===== src/rtl/xmem_pkg.sv =====
package xmem_pkg;
  localparam int XM_ADDR_W = 22;
  localparam int XM_BUS_W  = 8;
  localparam int XM_NIB_W  = 4;
  localparam int XM_WORD_W = 24;
  localparam int XM_HI_W   = XM_ADDR_W - XM_BUS_W;
  localparam int XM_CFG_W  = 11;

  typedef enum logic [1:0] {
    XS_IDLE = 2'd0,
    XS_ADDR = 2'd1,
    XS_STRB = 2'd2
  } xm_state_t;

  typedef struct packed {
    logic [3:0] ref_div;
    logic       dram;
    logic       irq_en;
    logic       rd_on_data;
    logic [1:0] timing;
    logic [1:0] wlen;
  } xm_cfg_t;

  // number of external cycles that make up one word
  function automatic logic [2:0] units_per_word(input logic [1:0] wlen, input logic dram);
    if (dram) return (wlen >= 2'd2) ? 3'd6 : 3'd4;
    if (wlen == 2'd0) return 3'd1;
    if (wlen == 2'd1) return 3'd2;
    return 3'd3;
  endfunction

  // clocks of strobe-low time for a timing code
  function automatic logic [2:0] strobe_len(input logic [1:0] timing);
    return {1'b0, timing} + 3'd1;
  endfunction

  // lane idx of a word, zero-extended to the pin width
  function automatic logic [XM_BUS_W-1:0] lane_out(input logic [XM_WORD_W-1:0] word,
                                                   input logic [2:0] idx, input logic dram);
    logic [XM_WORD_W-1:0] sh;
    sh = dram ? (word >> (32'(idx) * XM_NIB_W)) : (word >> (32'(idx) * XM_BUS_W));
    return dram ? {{(XM_BUS_W-XM_NIB_W){1'b0}}, sh[XM_NIB_W-1:0]} : sh[XM_BUS_W-1:0];
  endfunction

  // place an incoming lane into lane idx of a word
  function automatic logic [XM_WORD_W-1:0] lane_in(input logic [XM_WORD_W-1:0] word,
                                                   input logic [2:0] idx, input logic dram,
                                                   input logic [XM_BUS_W-1:0] lane);
    logic [XM_WORD_W-1:0] m;
    logic [XM_WORD_W-1:0] v;
    int sh;
    sh = dram ? 32'(idx) * XM_NIB_W : 32'(idx) * XM_BUS_W;
    m  = dram ? XM_WORD_W'((1 << XM_NIB_W) - 1) : XM_WORD_W'((1 << XM_BUS_W) - 1);
    v  = {{(XM_WORD_W-XM_BUS_W){1'b0}}, lane} & m;
    return (word & ~(m << sh)) | (v << sh);
  endfunction
endpackage


===== src/rtl/xmem_seq.sv =====
module xmem_seq
  import xmem_pkg::*;
(
  input  logic                 clk,
  input  logic                 rst_n,
  input  logic                 start,
  input  logic                 start_wr,
  input  logic [XM_ADDR_W-1:0] start_addr,
  input  logic [XM_WORD_W-1:0] start_word,
  input  logic [1:0]           wlen,
  input  logic [1:0]           timing,
  input  logic                 dram,
  input  logic [XM_BUS_W-1:0]  ad_in,
  output logic                 busy,
  output logic                 done_evt,
  output logic                 unit_end,
  output logic [XM_WORD_W-1:0] rd_word,
  output logic [XM_HI_W-1:0]   addr_hi,
  output logic [XM_BUS_W-1:0]  ad_out,
  output logic                 ad_oe,
  output logic                 ale,
  output logic                 rd_n,
  output logic                 wr_n
);
  xm_state_t            state;
  logic                 is_wr;
  logic                 dram_q;
  logic [XM_ADDR_W-1:0] base;
  logic [XM_WORD_W-1:0] word;
  logic [2:0]           nunits;
  logic [2:0]           tlen;
  logic [2:0]           uidx;
  logic [2:0]           tcnt;
  logic [XM_ADDR_W-1:0] cur_addr;
  logic                 in_strb;

  assign cur_addr = base + XM_ADDR_W'(uidx);
  assign in_strb  = (state == XS_STRB);
  assign unit_end = in_strb && (tcnt == tlen - 3'd1);
  assign done_evt = unit_end && (uidx == nunits - 3'd1);

  always_ff @(posedge clk or negedge rst_n) begin
    if (!rst_n) begin
      state   <= XS_IDLE;
      is_wr   <= 1'b0;
      dram_q  <= 1'b0;
      base    <= '0;
      word    <= '0;
      nunits  <= 3'd1;
      tlen    <= 3'd1;
      uidx    <= '0;
      tcnt    <= '0;
      rd_word <= '0;
    end else begin
      case (state)
        XS_IDLE: if (start) begin
          state  <= XS_ADDR;
          is_wr  <= start_wr;
          base   <= start_addr;
          word   <= start_word;
          nunits <= units_per_word(wlen, dram);
          tlen   <= strobe_len(timing);
          dram_q <= dram;
          uidx   <= '0;
          tcnt   <= '0;
          if (!start_wr) rd_word <= '0;
        end
        XS_ADDR: begin
          state <= XS_STRB;
          tcnt  <= '0;
        end
        XS_STRB: begin
          if (unit_end) begin
            if (!is_wr) rd_word <= lane_in(rd_word, uidx, dram_q, ad_in);
            if (done_evt) state <= XS_IDLE;
            else begin
              state <= XS_ADDR;
              uidx  <= uidx + 3'd1;
            end
          end else begin
            tcnt <= tcnt + 3'd1;
          end
        end
        default: state <= XS_IDLE;
      endcase
    end
  end

  assign busy    = (state != XS_IDLE);
  assign ale     = (state == XS_ADDR);
  assign addr_hi = busy ? cur_addr[XM_ADDR_W-1:XM_BUS_W] : '0;
  assign ad_out  = ale ? cur_addr[XM_BUS_W-1:0]
                 : (in_strb && is_wr) ? lane_out(word, uidx, dram_q) : '0;
  assign ad_oe   = ale || (in_strb && is_wr);
  assign rd_n    = !(in_strb && !is_wr);
  assign wr_n    = !(in_strb && is_wr);
endmodule


===== src/rtl/xmem_regs.sv =====
module xmem_regs
  import xmem_pkg::*;
(
  input  logic                 clk,
  input  logic                 rst_n,
  input  logic [1:0]           sel,
  input  logic                 wr,
  input  logic                 rd,
  input  logic [XM_WORD_W-1:0] wdata,
  input  logic                 busy,
  input  logic                 done_evt,
  input  logic [XM_WORD_W-1:0] rd_word,
  output xm_cfg_t              cfg,
  output logic                 start,
  output logic                 start_wr,
  output logic [XM_ADDR_W-1:0] start_addr,
  output logic [XM_WORD_W-1:0] rdata,
  output logic                 done,
  output logic                 err,
  output logic                 ign_evt,
  output logic                 irq
);
  localparam logic [1:0] SEL_DWR = 2'd0;
  localparam logic [1:0] SEL_DRD = 2'd1;
  localparam logic [1:0] SEL_OFS = 2'd2;
  localparam logic [1:0] SEL_CTL = 2'd3;
  localparam int BIT_CLR_DONE = 12;
  localparam int BIT_CLR_ERR  = 13;
  localparam int PAD_W = XM_WORD_W - XM_ADDR_W;

  logic [XM_WORD_W-1:0] dwr_q;
  logic [XM_ADDR_W-1:0] offset;
  logic wr_dwr, wr_ofs, rd_drd, wr_ctl, trig_rd, touch;

  assign wr_dwr  = wr && (sel == SEL_DWR);
  assign wr_ofs  = wr && (sel == SEL_OFS);
  assign wr_ctl  = wr && (sel == SEL_CTL);
  assign rd_drd  = rd && (sel == SEL_DRD);
  assign trig_rd = (wr_ofs && !cfg.rd_on_data) || (rd_drd && cfg.rd_on_data);
  assign touch   = wr_dwr || wr_ofs || (rd_drd && cfg.rd_on_data);

  assign ign_evt    = busy && touch;
  assign start      = !busy && (wr_dwr || trig_rd);
  assign start_wr   = wr_dwr;
  assign start_addr = wr_ofs ? wdata[XM_ADDR_W-1:0] : offset;

  always_ff @(posedge clk or negedge rst_n) begin
    if (!rst_n) begin
      dwr_q  <= '0;
      offset <= '0;
      cfg    <= '0;
      done   <= 1'b0;
      err    <= 1'b0;
    end else begin
      if (wr_dwr && !busy) dwr_q <= wdata;
      if (wr_ofs && !busy) offset <= wdata[XM_ADDR_W-1:0];
      else if (done_evt)  offset <= offset + XM_ADDR_W'(units_per_word(cfg.wlen, cfg.dram));
      if (wr_ctl && !busy) cfg <= wdata[XM_CFG_W-1:0];
      if (start)                              done <= 1'b0;
      else if (done_evt)                      done <= 1'b1;
      else if (wr_ctl && wdata[BIT_CLR_DONE]) done <= 1'b0;
      if (ign_evt)                            err <= 1'b1;
      else if (wr_ctl && wdata[BIT_CLR_ERR])  err <= 1'b0;
    end
  end

  always_comb begin
    case (sel)
      SEL_DWR: rdata = dwr_q;
      SEL_DRD: rdata = rd_word;
      SEL_OFS: rdata = {{PAD_W{1'b0}}, offset};
      default: rdata = {5'b0, err, done, busy, 5'b0, cfg};
    endcase
  end

  assign irq = done && cfg.irq_en;
endmodule


===== src/rtl/xmem_refresh.sv =====
module xmem_refresh #(
  parameter int REF_STEP = 8
) (
  input  logic       clk,
  input  logic       rst_n,
  input  logic       enable,
  input  logic [3:0] div,
  output logic       req
);
  localparam int CW = $clog2(16 * REF_STEP) + 1;

  logic [CW-1:0] cnt;
  logic [CW-1:0] period_m1;

  assign period_m1 = CW'((32'(div) + 32'd1) * 32'(REF_STEP) - 32'd1);

  always_ff @(posedge clk or negedge rst_n) begin
    if (!rst_n) begin
      cnt <= '0;
      req <= 1'b0;
    end else if (!enable) begin
      cnt <= '0;
      req <= 1'b0;
    end else if (cnt >= period_m1) begin
      cnt <= '0;
      req <= 1'b1;
    end else begin
      cnt <= cnt + 1'b1;
      req <= 1'b0;
    end
  end
endmodule


===== src/rtl/xmem_ctrl.sv =====
module xmem_ctrl
  import xmem_pkg::*;
#(
  parameter int REF_STEP = 8
) (
  input  logic                 clk,
  input  logic                 rst_n,
  input  logic [1:0]           reg_sel,
  input  logic                 reg_wr,
  input  logic                 reg_rd,
  input  logic [XM_WORD_W-1:0] reg_wdata,
  output logic [XM_WORD_W-1:0] reg_rdata,
  output logic                 irq,
  output logic                 xm_ale,
  output logic                 xm_rd_n,
  output logic                 xm_wr_n,
  output logic [XM_BUS_W-1:0]  xm_ad_out,
  output logic                 xm_ad_oe,
  input  logic [XM_BUS_W-1:0]  xm_ad_in,
  output logic [XM_HI_W-1:0]   xm_addr_hi,
  output logic                 refresh_req
);
  xm_cfg_t              cfg_w;
  logic                 start_w, start_wr_w, busy_w, done_evt_w, unit_end_w;
  logic                 done_w, err_w, ign_evt_w;
  logic [XM_ADDR_W-1:0] start_addr_w;
  logic [XM_WORD_W-1:0] rd_word_w;

  xmem_regs u_regs (
    .clk(clk), .rst_n(rst_n), .sel(reg_sel), .wr(reg_wr), .rd(reg_rd), .wdata(reg_wdata),
    .busy(busy_w), .done_evt(done_evt_w), .rd_word(rd_word_w), .cfg(cfg_w),
    .start(start_w), .start_wr(start_wr_w), .start_addr(start_addr_w), .rdata(reg_rdata),
    .done(done_w), .err(err_w), .ign_evt(ign_evt_w), .irq(irq)
  );

  xmem_seq u_seq (
    .clk(clk), .rst_n(rst_n), .start(start_w), .start_wr(start_wr_w),
    .start_addr(start_addr_w), .start_word(reg_wdata), .wlen(cfg_w.wlen),
    .timing(cfg_w.timing), .dram(cfg_w.dram), .ad_in(xm_ad_in), .busy(busy_w),
    .done_evt(done_evt_w), .unit_end(unit_end_w), .rd_word(rd_word_w),
    .addr_hi(xm_addr_hi), .ad_out(xm_ad_out), .ad_oe(xm_ad_oe), .ale(xm_ale),
    .rd_n(xm_rd_n), .wr_n(xm_wr_n)
  );

  xmem_refresh #(.REF_STEP(REF_STEP)) u_ref (
    .clk(clk), .rst_n(rst_n), .enable(cfg_w.dram), .div(cfg_w.ref_div), .req(refresh_req)
  );
endmodule


===== config.mk =====
export PLATFORM = sky130hd
export DESIGN_NAME = xmem_ctrl
export DESIGN_NICKNAME = d
export VERILOG_FILES = /design/src/rtl/xmem_pkg.sv /design/src/rtl/xmem_seq.sv /design/src/rtl/xmem_regs.sv /design/src/rtl/xmem_refresh.sv /design/src/rtl/xmem_ctrl.sv
export SDC_FILE = /design/constraint.sdc
export NUM_CORES = 1
export LEC_CHECK = 0
export BUFFER_PORTS_ARGS = -buffer_cell sky130_fd_sc_hd__buf_2
export CORE_MARGIN = 4
export CORE_UTILIZATION = 64
export CTS_CLUSTER_DIAMETER = 150
export DETAILED_ROUTE_END_ITERATION = 6
export PLACE_DENSITY = 0.84
export SLEW_MARGIN = 20
export SYNTH_ARGS = -nofsm -noshare
export SYNTH_HDL_FRONTEND = slang
export SYNTH_SLANG_ARGS = --single-unit

===== constraint.sdc =====
create_clock -name clk -period 6.3 [get_ports clk]
set_clock_uncertainty 0.15 [all_clocks]
set_input_delay 1.26 -clock clk [delete_from_list [all_inputs] [get_ports clk]]
set_output_delay 1.26 -clock clk [all_outputs]
set_load 0.01 [all_outputs]

==> qor.csv, run 1 <==
stage;metric;value;unit
run_status;outcome;finished clean;
floorplanning;die height;124;microns
clock_network;Resized cells post-CTS;0;
timing;Worst Max-Slew Pin Slew;1.01;ns
timing;Max Slew Vio Count;0;
routing;vias per cell;6.52;
power;leakage power total;4.42;nW
timing;clock period minus worst slack;4.58;ns
setup_path;crit path DAT;3.17;ns
setup_path;crit path launch type;flip-flop;
synthesis;Commonest cells post-synth;dfrtp_1, nor2_1, nand2_1, o21ai_0, mux2_2;
timing;worst hold slack;0.312;ns
routing;Routed Antenna Nets;0;
clock_network;Max Root-Sink Buffers;2;
synthesis;mapped cell area;8570;sq um
synthesis;cell taking the most area after synthesis;dfrtp_1;
routing;post-DR wirelength/cell;21.7;microns
floorplanning;std cell rows;42;
layout;Area growth, synth to finish;13.5;%
layout;Fill cells;918;
timing;final setup fails;0;
power;maximum VDD drop;0.000321;V
floorplanning;Die W;124;microns
routing;via count;7207;
timing;RSZ-0062 raised after global routing;no;
setup_path;reg2reg path depth;5;
setup_path;worst-path maximum fanout;21;
floorplanning;Die Area;15300;sq um
synthesis;Syn Area/Cell;10.1;sq um
timing;max frequency;218;MHz
synthesis;Post-synth ARST share;100;%
clock_network;Worst-Skew Late Latency;0.44;ns
synthesis;Yosys cell types;65;
routing;WL final;24000;microns
hold_path;hold path start;u_ref.cnt[0];
synthesis;post-synth top area share;44.1;%
setup_path;Worst EP required;4.89;ns
synthesis;flops & latches, synth;153;
clock_network;# hold bufs at CTS;0;
clock_network;setup bufs post-CTS;0;
grt;initial antenna violation count;0;
setup_path;CP endpoint kind;primary output;
clock_network;Clock transition at path regs;0.06;ns
grt;most used routing layer;met2;
grt;met3 usage;7.49;%
routing;residual DRC count;0;
grt;grt ovf;0;
synthesis;Area contributors post-synth;dfrtp_1, mux2_2, mux4_2, mux2i_1, nor2_1;
routing;drt initial violations;928;
layout;# diodes;0;
grt;largest net degree at the start of global routing;93;
grt;vias in the first global route;6994;
place;routability cong.;0.942;
synthesis;yosys warns;0;
synthesis;synthesized instance count;846;
grt;met2 usage;52.4;%
layout;layout cells sized above 1;23.4;%
layout;Layout Nets;973;
floorplanning;CORE AREA;13200;sq um
timing;headroom to the max-slew limit;32.2;%
setup_path;Reg2Reg Launch Point;u_seq.state[1];
clock_network;CTS tree;built;
layout;footprint of the multi-input gates;4430;sq um
setup_path;reg-to-reg slack, setup;2.86;ns
synthesis;predominant post-synthesis flop cell;dfrtp_1;
grt;GRT Overall Usage;32.4;%
timing;setup TNS;0;ns
routing;Pre-antenna DRT Iters;5;
clock_network;clk sink count;153;
timing;period utilization;72.7;%
grt;first-pass GRT wire length;37200;microns
layout;Register Area;3830;sq um
clock_network;clock buffer count from CTS;17;
run;maxcap violations;0;
place;Post-DP HPWL;16900;microns
clock_network;Clock Tree Root;clkbuf_16;
synthesis;most common cell in the netlist;dfrtp_1;
clock_network;htree depth;4;
setup_path;worst setup path end;xm_addr_hi[11];
power;pwr/cell area;507;nW/um^2
hold_path;Hold Path Class;flip-flop to flip-flop;
floorplanning;initial core utilization;65.0;%
setup_path;Setup Crit Path Kind;flip-flop to primary output;
timing;Fin. Hold Viols;0;
setup_path;r2r endpoint;u_regs.offset[11];
synthesis;Net Count, Synth;903;
floorplanning;I/O Pins;90;
setup_path;critical path startpoint;u_seq.uidx[0];
synthesis;Post-synth EDFFs;0;
grt;grt met1 use;42.2;%
synthesis;sequential area share after synthesis;44.7;%
place;port bufs;89;
final cells by class:
cell class / count / share of cell area [%]
repair buffers: 96 / 5.19
clock buffers: 19 / 4.56
inverters: 40 / 1.54
well taps: 176 / 2.26
clock inverters: 13 / 1.48
multi-input cells: 608 / 45.6
flip-flops and latches: 153 / 39.4
kinds of logic (layout without fill, tap and decap cells):
kind of cell,count (synthesis),count (layout),share of synthesized area (%)
simple gates,260,260,14.5
compound gates,180,180,13.3
flops,153,153,44.7
mux,111,111,16.6
buf+inv,85,168,3.77
xor+xnor,37,37,4.12
fa+ha+maj,19,19,2.95
other cells,1,1,0.0438
report_power, final:
group | total (mW) | internal, mW | switching (mW)
combinational | 2.02 | 0.919 | 1.10
clock | 1.02 | 0.596 | 0.425
sequential | 1.90 | 1.41 | 0.490
how the worst min path moves through the flow:
stage	to	slack, ns	cells past startpoint
after floorplan	u_ref.cnt[0]	0.28	1
after global placement	u_ref.cnt[0]	0.30	1
after detailed placement	u_ref.cnt[0]	0.31	1
after CTS	u_ref.cnt[0]	0.31	1
after global routing	u_ref.cnt[0]	0.34	1
final	u_ref.cnt[0]	0.31	1
stage by stage:
stage,instances,cell area [sq um],total power [mW],worst slack [ns],utilization (%)
2_1_floorplan,846,8570,3.13,1.96,-
3_3_place_gp,1073,9140,3.78,1.91,69.3
3_5_place_dp,1073,9140,3.86,1.80,69.3
4_1_cts,1105,9720,4.91,1.74,73.7
5_1_grt,1105,9720,5.22,1.48,73.7
6_report,1105,9720,4.93,1.72,73.7
critical path: stages, from the launching register on:
cell	delay, ns
dfrtp_1	0.80
ha_1	0.28
a21o_1	0.12
a21oi_1	0.20
nor4_1	0.75
a31oi_1	0.19
a41o_1	0.25
buf_2	0.14
layer usage:
| layer | vias up | part of all wire (%) | wire, microns |
|---|---|---|---|
| li1 | 3214 | - | - |
| met1 | 3533 | 39 | 9410 |
| met2 | 377 | 49 | 11700 |
| met3 | 83 | 8.1 | 1940 |
| met4 | 0 | 3.7 | 893 |
| met5 | - | 0 | 0 |
sequential cells by signal, indices dropped and copies added, names as in the netlist, 2 cells and up:
signal,cells
u_regs.offset,22
u_seq.state,2
u_seq.word,24
u_seq.base,22
u_seq.tlen,3
u_seq.tcnt,3
u_seq.uidx,3
u_regs.dwr_q,24
u_ref.cnt,8
u_seq.nunits,3
u_seq.rd_word,24
u_regs.cfg,11
layout by cell type (no fill, tap or decap), types with 5 or more instances in the layout:
master     instances
mux2_2            58
nor2_1            85
and3_1            10
a21oi_1           38
o21ai_0           61
dfrtp_1          151
nand2b_1           5
mux2i_1           34
mux4_2            19
nor4_1            11
o22ai_1           10
clkbuf_16         17
nand2_1           61
a31oi_1            5
buf_2             88
nor3_1            20
and2_1             5
buf_4              7
a22oi_1           10
nand3_1           28
a22o_1            11
xnor2_1           26
inv_1             40
xor2_1             9
ha_1              17
Note: power is estimated with default switching activity, not from simulation.
==> inputs of run 2 (changes only) <==
ABC_AREA = 1   (was default)
CORE_UTILIZATION = 60   (was 64)
PLACE_DENSITY = 0.79   (was 0.84)
clock period = 4.79 ns   (was 6.3 ns; I/O delays follow)
==> qor.csv, run 2 <==
stage;metric;value;unit;change
run_status;outcome;finished clean;;
setup_path;Setup Crit Path Kind;flip-flop to primary output;;
setup_path;largest stage delay on the critical path;0.57;ns;-0.23 ns
power;maximum VDD drop;0.000411;V;+28%
place;Post-DP HPWL;22300;microns;+32%
synthesis;Yosys cell types;38;;-42%
routing;post-DR wirelength/cell;18.3;microns;-16%
synthesis;Net Count, Synth;1429;;+58%
place;dpl ws;1.17;ns;-0.626 ns
synthesis;most common cell in the netlist;nand2_1;;
timing;Worst Max-Slew Pin Slew;1.19;ns;+0.175 ns
timing;clock period minus worst slack;4.13;ns;
layout;top flop regs;u_regs.dwr_q x24, u_seq.rd_word x24, u_seq.word x24;;
routing;residual DRC count;0;;unchanged
clock_network;Clock transition at path regs;0.06;ns;about the same
setup_path;Worst EP required;3.68;ns;-1.21 ns
synthesis;yosys warns;0;;unchanged
setup_path;r2r endpoint;u_seq.rd_word[20];;
routing;Pre-antenna DRT Iters;7;;+2
layout;layout cells sized above 1;10.2;%;-13 points
routing;via count;9718;;+35%
clock_network;setup bufs post-CTS;0;;unchanged
power;leakage power total;5.31;nW;+20%
setup_path;CP endpoint kind;primary output;;
routing;drt initial violations;1350;;+45%
hold_path;hold depth;1;;unchanged
clock_network;clk sink count;153;;unchanged
clock_network;Max Root-Sink Buffers;2;;unchanged
synthesis;Area contributors post-synth;dfrtp_1, nand2_1, o21ai_0, inv_1, nand3_1;;
clock_network;CTS tree;built;;
setup_path;worst-path maximum fanout;9;;-57%
timing;final setup fails;0;;unchanged
setup_path;Max stage delay cell, worst path;dfrtp_1;;
timing;RSZ-0062 raised after global routing;no;;
floorplanning;Die Area;17700;sq um;+16%
clock_network;# hold bufs at CTS;0;;unchanged
synthesis;Post-synth ARST share;100;%;unchanged
timing;Max Slew Vio Count;0;;unchanged
synthesis;cell taking the most area after synthesis;dfrtp_1;;
timing;max frequency;242;MHz;
layout;most frequent cells in the layout;nand2_1, o21ai_0, dfrtp_1, inv_1, nor2_1;;
hold_path;Hold EP;u_ref.cnt[0];;
synthesis;synthesized instance count;1372;;+62%
synthesis;Syn Area/Cell;6.86;sq um;-32%
synthesis;Post-synth EDFFs;0;;unchanged
timing;headroom to the max-slew limit;20.8;%;-11 points
power;pwr/cell area;638;nW/um^2;+26%
floorplanning;std cell rows;45;;+7.1%
hold_path;Hold Path Class;flip-flop to flip-flop;;
place;port bufs;89;;unchanged
layout;Area growth, synth to finish;12.3;%;
floorplanning;initial core utilization;61.6;%;-3.3 points
grt;vias in the first global route;8773;;+25%
setup_path;Reg2Reg Launch Point;u_seq.tlen[0];;
timing;worst hold slack;0.325;ns;+0.0129 ns
setup_path;reg-to-reg slack, setup;1.86;ns;-1.00 ns
grt;grt ovf;0;;unchanged
grt;first-pass GRT wire length;47600;microns;+28%
clock_network;Resized cells post-CTS;0;;unchanged
clock_network;clock buffer count from CTS;17;;unchanged
setup_path;crit path launch type;flip-flop;;
routing;Routed Antenna Nets;0;;unchanged
synthesis;predominant post-synthesis flop cell;dfrtp_1;;
layout;most common cell after layout, fill and taps aside;nand2_1;;
floorplanning;Die W;133;microns;+7.7%
timing;period utilization;86.1;%;
grt;largest net degree at the start of global routing;102;;+9.7%
timing;PnR worst setup slack;0.664;ns;-1.06 ns
floorplanning;die height;133;microns;+7.7%
clock_network;Clock Tree Root;clkbuf_16;;
run;maxcap violations;0;;unchanged
setup_path;crit path DAT;3.02;ns;-0.15 ns
synthesis;Commonest cells post-synth;nand2_1, o21ai_0, dfrtp_1, inv_1, nor2_1;;
setup_path;CP Cell Sequence;ha_1, inv_1, fa_1, inv_1, nand2_1, a21oi_1, nand2_1, nor2_1, xor2_1, nor2_1, buf_2;;
floorplanning;I/O Pins;90;;unchanged
synthesis;sequential area share after synthesis;40.7;%;-4.0 points
routing;WL final;30500;microns;+27%
layout;Layout Nets;1494;;+54%
layout;Fill cells;1332;;+45%
synthesis;flops & latches, synth;153;;unchanged
hold_path;hold path start;u_ref.cnt[0];;
setup_path;reg2reg path depth;13;;+8
synthesis;mapped cell area;9410;sq um;+9.8%
timing;setup TNS;0;ns;unchanged
clock_network;Worst-Skew Late Latency;0.43;ns;about the same
routing;vias per cell;5.85;;-10%
grt;GRT Overall Usage;34.6;%;+2.2 points
place;routability cong.;0.936;;-0.59%
timing;Fin. Hold Viols;0;;unchanged
floorplanning;CORE AREA;15300;sq um;+16%
clock_network;htree depth;4;;unchanged
synthesis;post-synth top area share;40.2;%;-3.9 points
grt;initial antenna violation count;0;;unchanged
-- run 2: cell types whose count changed after synthesis, moves of 14 or more --
| cell | delta |
|---|---|
| a21oi_1 | +14 |
| buf_2 | +14 |
| clkbuf_1 | -16 |
| inv_1 | +93 |
| mux2_2 | -58 |
| mux2i_1 | -34 |
| mux4_2 | -19 |
| nand2_1 | +450 |
| nand3_1 | +51 |
| nand4_1 | +14 |
| o211ai_1 | +24 |
| o21ai_0 | +91 |
| xnor2_1 | -23 |
-- run 2: where the power goes --
| group | total (mW) | internal [mW] | switching (mW) |
|---|---|---|---|
| clock | 1.42 | 0.857 | 0.559 |
| combinational | 2.85 | 0.929 | 1.93 |
| sequential | 2.47 | 1.83 | 0.633 |
-- run 2: area by class of cell --
cell class / instances / area [sq um] / area share, %
multi-input combinational: 1029 / 4800 / 45.4
sequential: 153 / 3830 / 36.3
timing repair buffer: 98 / 532 / 5.03
inverter: 138 / 519 / 4.92
clock buffer: 21 / 460 / 4.36
tap: 211 / 264 / 2.50
clock inverter: 11 / 156 / 1.48
antenna: 1 / 2.50 / 0.0237
-- run 2: worst max path at each step --
stage / start / to / slack, ns / cells past startpoint
after floorplan: u_seq.uidx[1] / xm_addr_hi[8] / 1.74 / 10
after global placement: u_seq.uidx[0] / xm_addr_hi[8] / 1.18 / 11
after detailed placement: u_seq.uidx[0] / xm_addr_hi[8] / 1.17 / 11
after CTS: u_seq.uidx[0] / xm_addr_hi[8] / 0.72 / 11
after global routing: u_seq.uidx[0] / xm_addr_hi[8] / 0.48 / 11
final: u_seq.uidx[0] / xm_addr_hi[8] / 0.66 / 11
-- run 2: worst max-delay path: cells and delay by family, from the launching register on --
kind / cells / cell delay [ns]
AND/OR/NAND/NOR: 4 / 0.47
AO/OA/AOI/OAI: 1 / 0.43
adder cells (fa/ha/maj): 2 / 0.65
flip-flops: 1 / 0.57
buffers and inverters: 3 / 0.31
XOR/XNOR: 1 / 0.17
-- run 2: kinds of logic (layout without fill, tap and decap cells) --
kind of cell | count (synthesis) | count (layout) | share of synthesized area (%)
other cells | 1 | 2 | 0.0399
xor+xnor | 14 | 14 | 1.30
buf+inv | 190 | 268 | 8.26
flops | 153 | 153 | 40.7
simple gates | 738 | 738 | 31.8
fa+ha+maj | 19 | 19 | 2.69
compound gates | 257 | 257 | 15.2
-- run 2: stage by stage --
step                utilization (%)  total power [mW]  instances  cell area (sq um)
floorplan                         -              4.34       1372               9410
global placement               65.2              5.13       1629               9940
detailed placement             65.2              5.21       1629               9940
CTS                            69.2              6.66       1661              10600
global route                   69.2              7.20       1661              10600
finish                         69.2              6.74       1662              10600
-- run 2: metal layers --
metal	global-route usage, %	vias to the layer above	wire (microns)
met2	50.7	581	12800
met5	0	-	0
met4	14.5	0	1400
met1	49.7	4469	12500
li1	-	4571	-
met3	8.01	97	3740
==> inputs of run 3 (changes only) <==
CORE_UTILIZATION = 35   (was 60)
PLACE_DENSITY = default   (was 0.79)
==> qor.csv, run 3 (same netlist as run 2, synthesis figures left out) <==
stage;metric;value;unit;change
routing;residual DRC count;0;;unchanged
run;maxcap violations;0;;unchanged
timing;PnR worst setup slack;0.642;ns;-0.0220 ns
setup_path;CP endpoint kind;primary output;;
grt;GRT Overall Usage;22.0;%;-13 points
floorplanning;Die W;172;microns;+29%
clock_network;Clock Tree Root;clkbuf_16;;
clock_network;Worst-Skew Late Latency;0.44;ns;about the same
place;routability cong.;0.920;;-1.7%
timing;Worst Max-Slew Pin Slew;0.991;ns;-0.198 ns
setup_path;Worst EP required;3.68;ns;about the same
clock_network;# hold bufs at CTS;0;;unchanged
timing;RSZ-0062 raised after global routing;no;;
clock_network;clock buffer count from CTS;17;;unchanged
floorplanning;std cell rows;59;;+31%
timing;setup TNS;0;ns;unchanged
timing;Max Slew Vio Count;0;;unchanged
grt;met3 usage;3.59;%;-4.4 points
place;port bufs;89;;unchanged
power;leakage power total;5.32;nW;+0.19%
floorplanning;initial core utilization;35.8;%;-26 points
setup_path;Max stage delay cell, worst path;dfrtp_1;;
setup_path;worst-path maximum fanout;9;;unchanged
routing;drt initial violations;1105;;-18%
setup_path;CP Cell Sequence;ha_1, inv_1, fa_1, inv_1, nand2_1, a21oi_1, nand2_1, nor2_1, xor2_1, nor2_1, buf_2;;
clock_network;setup bufs post-CTS;0;;unchanged
grt;met2 usage;33.2;%;-18 points
setup_path;CP bufs+invs;3;;unchanged
layout;most frequent cells in the layout;nand2_1, o21ai_0, dfrtp_1, inv_1, nor2_1;;
layout;# diodes;0;;-1
setup_path;Top delay family on crit path;adder cells;;
routing;vias per cell;5.28;;-9.7%
floorplanning;die height;172;microns;+29%
clock_network;htree depth;4;;unchanged
floorplanning;Die Area;29600;sq um;+67%
floorplanning;CORE AREA;26300;sq um;+72%
timing;max frequency;241;MHz;-0.53%
routing;post-DR wirelength/cell;18.3;microns;-0.33%
layout;Layout Nets;1495;;+0.067%
clock_network;Resized cells post-CTS;0;;unchanged
clock_network;Max Root-Sink Buffers;2;;unchanged
grt;most used routing layer;met2;;
routing;Routed Antenna Nets;0;;unchanged
grt;grt met1 use;32.4;%;-17 points
grt;vias in the first global route;8574;;-2.3%
timing;clock period minus worst slack;4.15;ns;+0.0220 ns
clock_network;CTS tree;built;;
timing;period utilization;86.6;%;+0.46 points
run_status;outcome;finished clean;;
timing;Fin. Hold Viols;0;;unchanged
timing;headroom to the max-slew limit;34.0;%;+13 points
setup_path;largest stage delay on the critical path;0.59;ns;+0.02 ns
routing;WL final;32600;microns;+7.1%
clock_network;clk sink count;153;;unchanged
clock_network;Clock transition at path regs;0.08;ns;+0.02 ns
floorplanning;I/O Pins;90;;unchanged
timing;worst hold slack;0.311;ns;-0.0135 ns
place;Post-DP HPWL;24200;microns;+8.2%
power;maximum VDD drop;0.000320;V;-22%
setup_path;crit path DAT;3.04;ns;+0.02 ns
routing;via count;9430;;-3.0%
hold_path;Hold Path Class;flip-flop to flip-flop;;
power;pwr/cell area;625;nW/um^2;-1.9%
routing;Pre-antenna DRT Iters;6;;-1
layout;layout cells sized above 1;10.5;%;+0.34 points
layout;most common cell after layout, fill and taps aside;nand2_1;;
place;dpl ws;1.15;ns;-0.0292 ns
grt;largest net degree at the start of global routing;102;;unchanged
layout;fin util;40.8;%;-28 points
grt;first-pass GRT wire length;49500;microns;+3.9%
timing;final setup fails;0;;unchanged
layout;Area growth, synth to finish;14.1;%;
setup_path;crit path launch type;flip-flop;;
grt;grt ovf;0;;unchanged
layout;top flop regs;u_regs.dwr_q x24, u_seq.rd_word x24, u_seq.word x24;;
setup_path;Setup Crit Path Kind;flip-flop to primary output;;
grt;initial antenna violation count;1;;+1
## run 3: cell count changes in the layout (fill, tap and decap cells not counted), moves of 2 or more
cell,previous run,this run
bufinv_16,3,0
clkbuf_1,2,0
clkbuf_8,2,0
clkinv_4,0,2
clkinv_8,0,5
clkinvlp_4,2,0
inv_6,4,1
inv_8,1,6
## run 3: power breakdown
part | switching, mW | internal (mW)
clock network | 0.689 | 0.716
registers | 0.591 | 1.83
logic | 1.95 | 0.936
## run 3: path summary, 6_finish.rpt
path	startpoint	end	slack (ns)	cells past startpoint
worst max-delay path	u_seq.uidx[0]	xm_addr_hi[8]	0.64	11
worst min-delay path	u_ref.cnt[0]	u_ref.cnt[0]	0.31	1
worst max register to register	u_regs.cfg[6]	u_regs.offset[16]	2.04	10
worst min register to register	u_ref.cnt[0]	u_ref.cnt[0]	0.31	1
max in group asynchronous	rst_n	u_seq.word[7]	3.18	2
min in group asynchronous	rst_n	u_seq.base[20]	0.51	1
## run 3: worst register-to-register path: stages, from the launching register on
cell	delay (ns)
dfrtp_1	0.47
a21oi_1	0.43
ha_1	0.34
fa_1	0.24
nand3_1	0.12
nand2_1	0.24
nand2_1	0.18
o21ai_0	0.19
nand3_1	0.09
nand3_1	0.12
nand2_1	0.06
## run 3: cell type report
| class | instances | area [sq um] |
|---|---|---|
| clock buffers | 17 | 425 |
| clock inverters | 15 | 191 |
| fillers | 2746 | 15500 |
| inverters | 138 | 519 |
| multi-input cells | 1029 | 4810 |
| flip-flops and latches | 153 | 3830 |
| well taps | 335 | 419 |
| repair buffers | 99 | 539 |
## run 3: routing by layer
metal / wire [microns] / vias to the layer above / part of all wire, %
met1: 15200 / 4405 / 46
met5: 13 / - / 0.040
met4: 919 / 2 / 2.8
met3: 2440 / 52 / 7.5
met2: 14100 / 391 / 43
li1: - / 4580 / -
## run 3: per-stage QoR
| step | std cells | total power [mW] | cell area, sq um |
|---|---|---|---|
| floorplan | 1372 | 4.34 | 9410 |
| global placement | 1754 | 5.24 | 10100 |
| detailed placement | 1754 | 5.27 | 10100 |
| CTS | 1786 | 6.67 | 10700 |
| global route | 1786 | 7.22 | 10700 |
| finish | 1786 | 6.71 | 10700 |
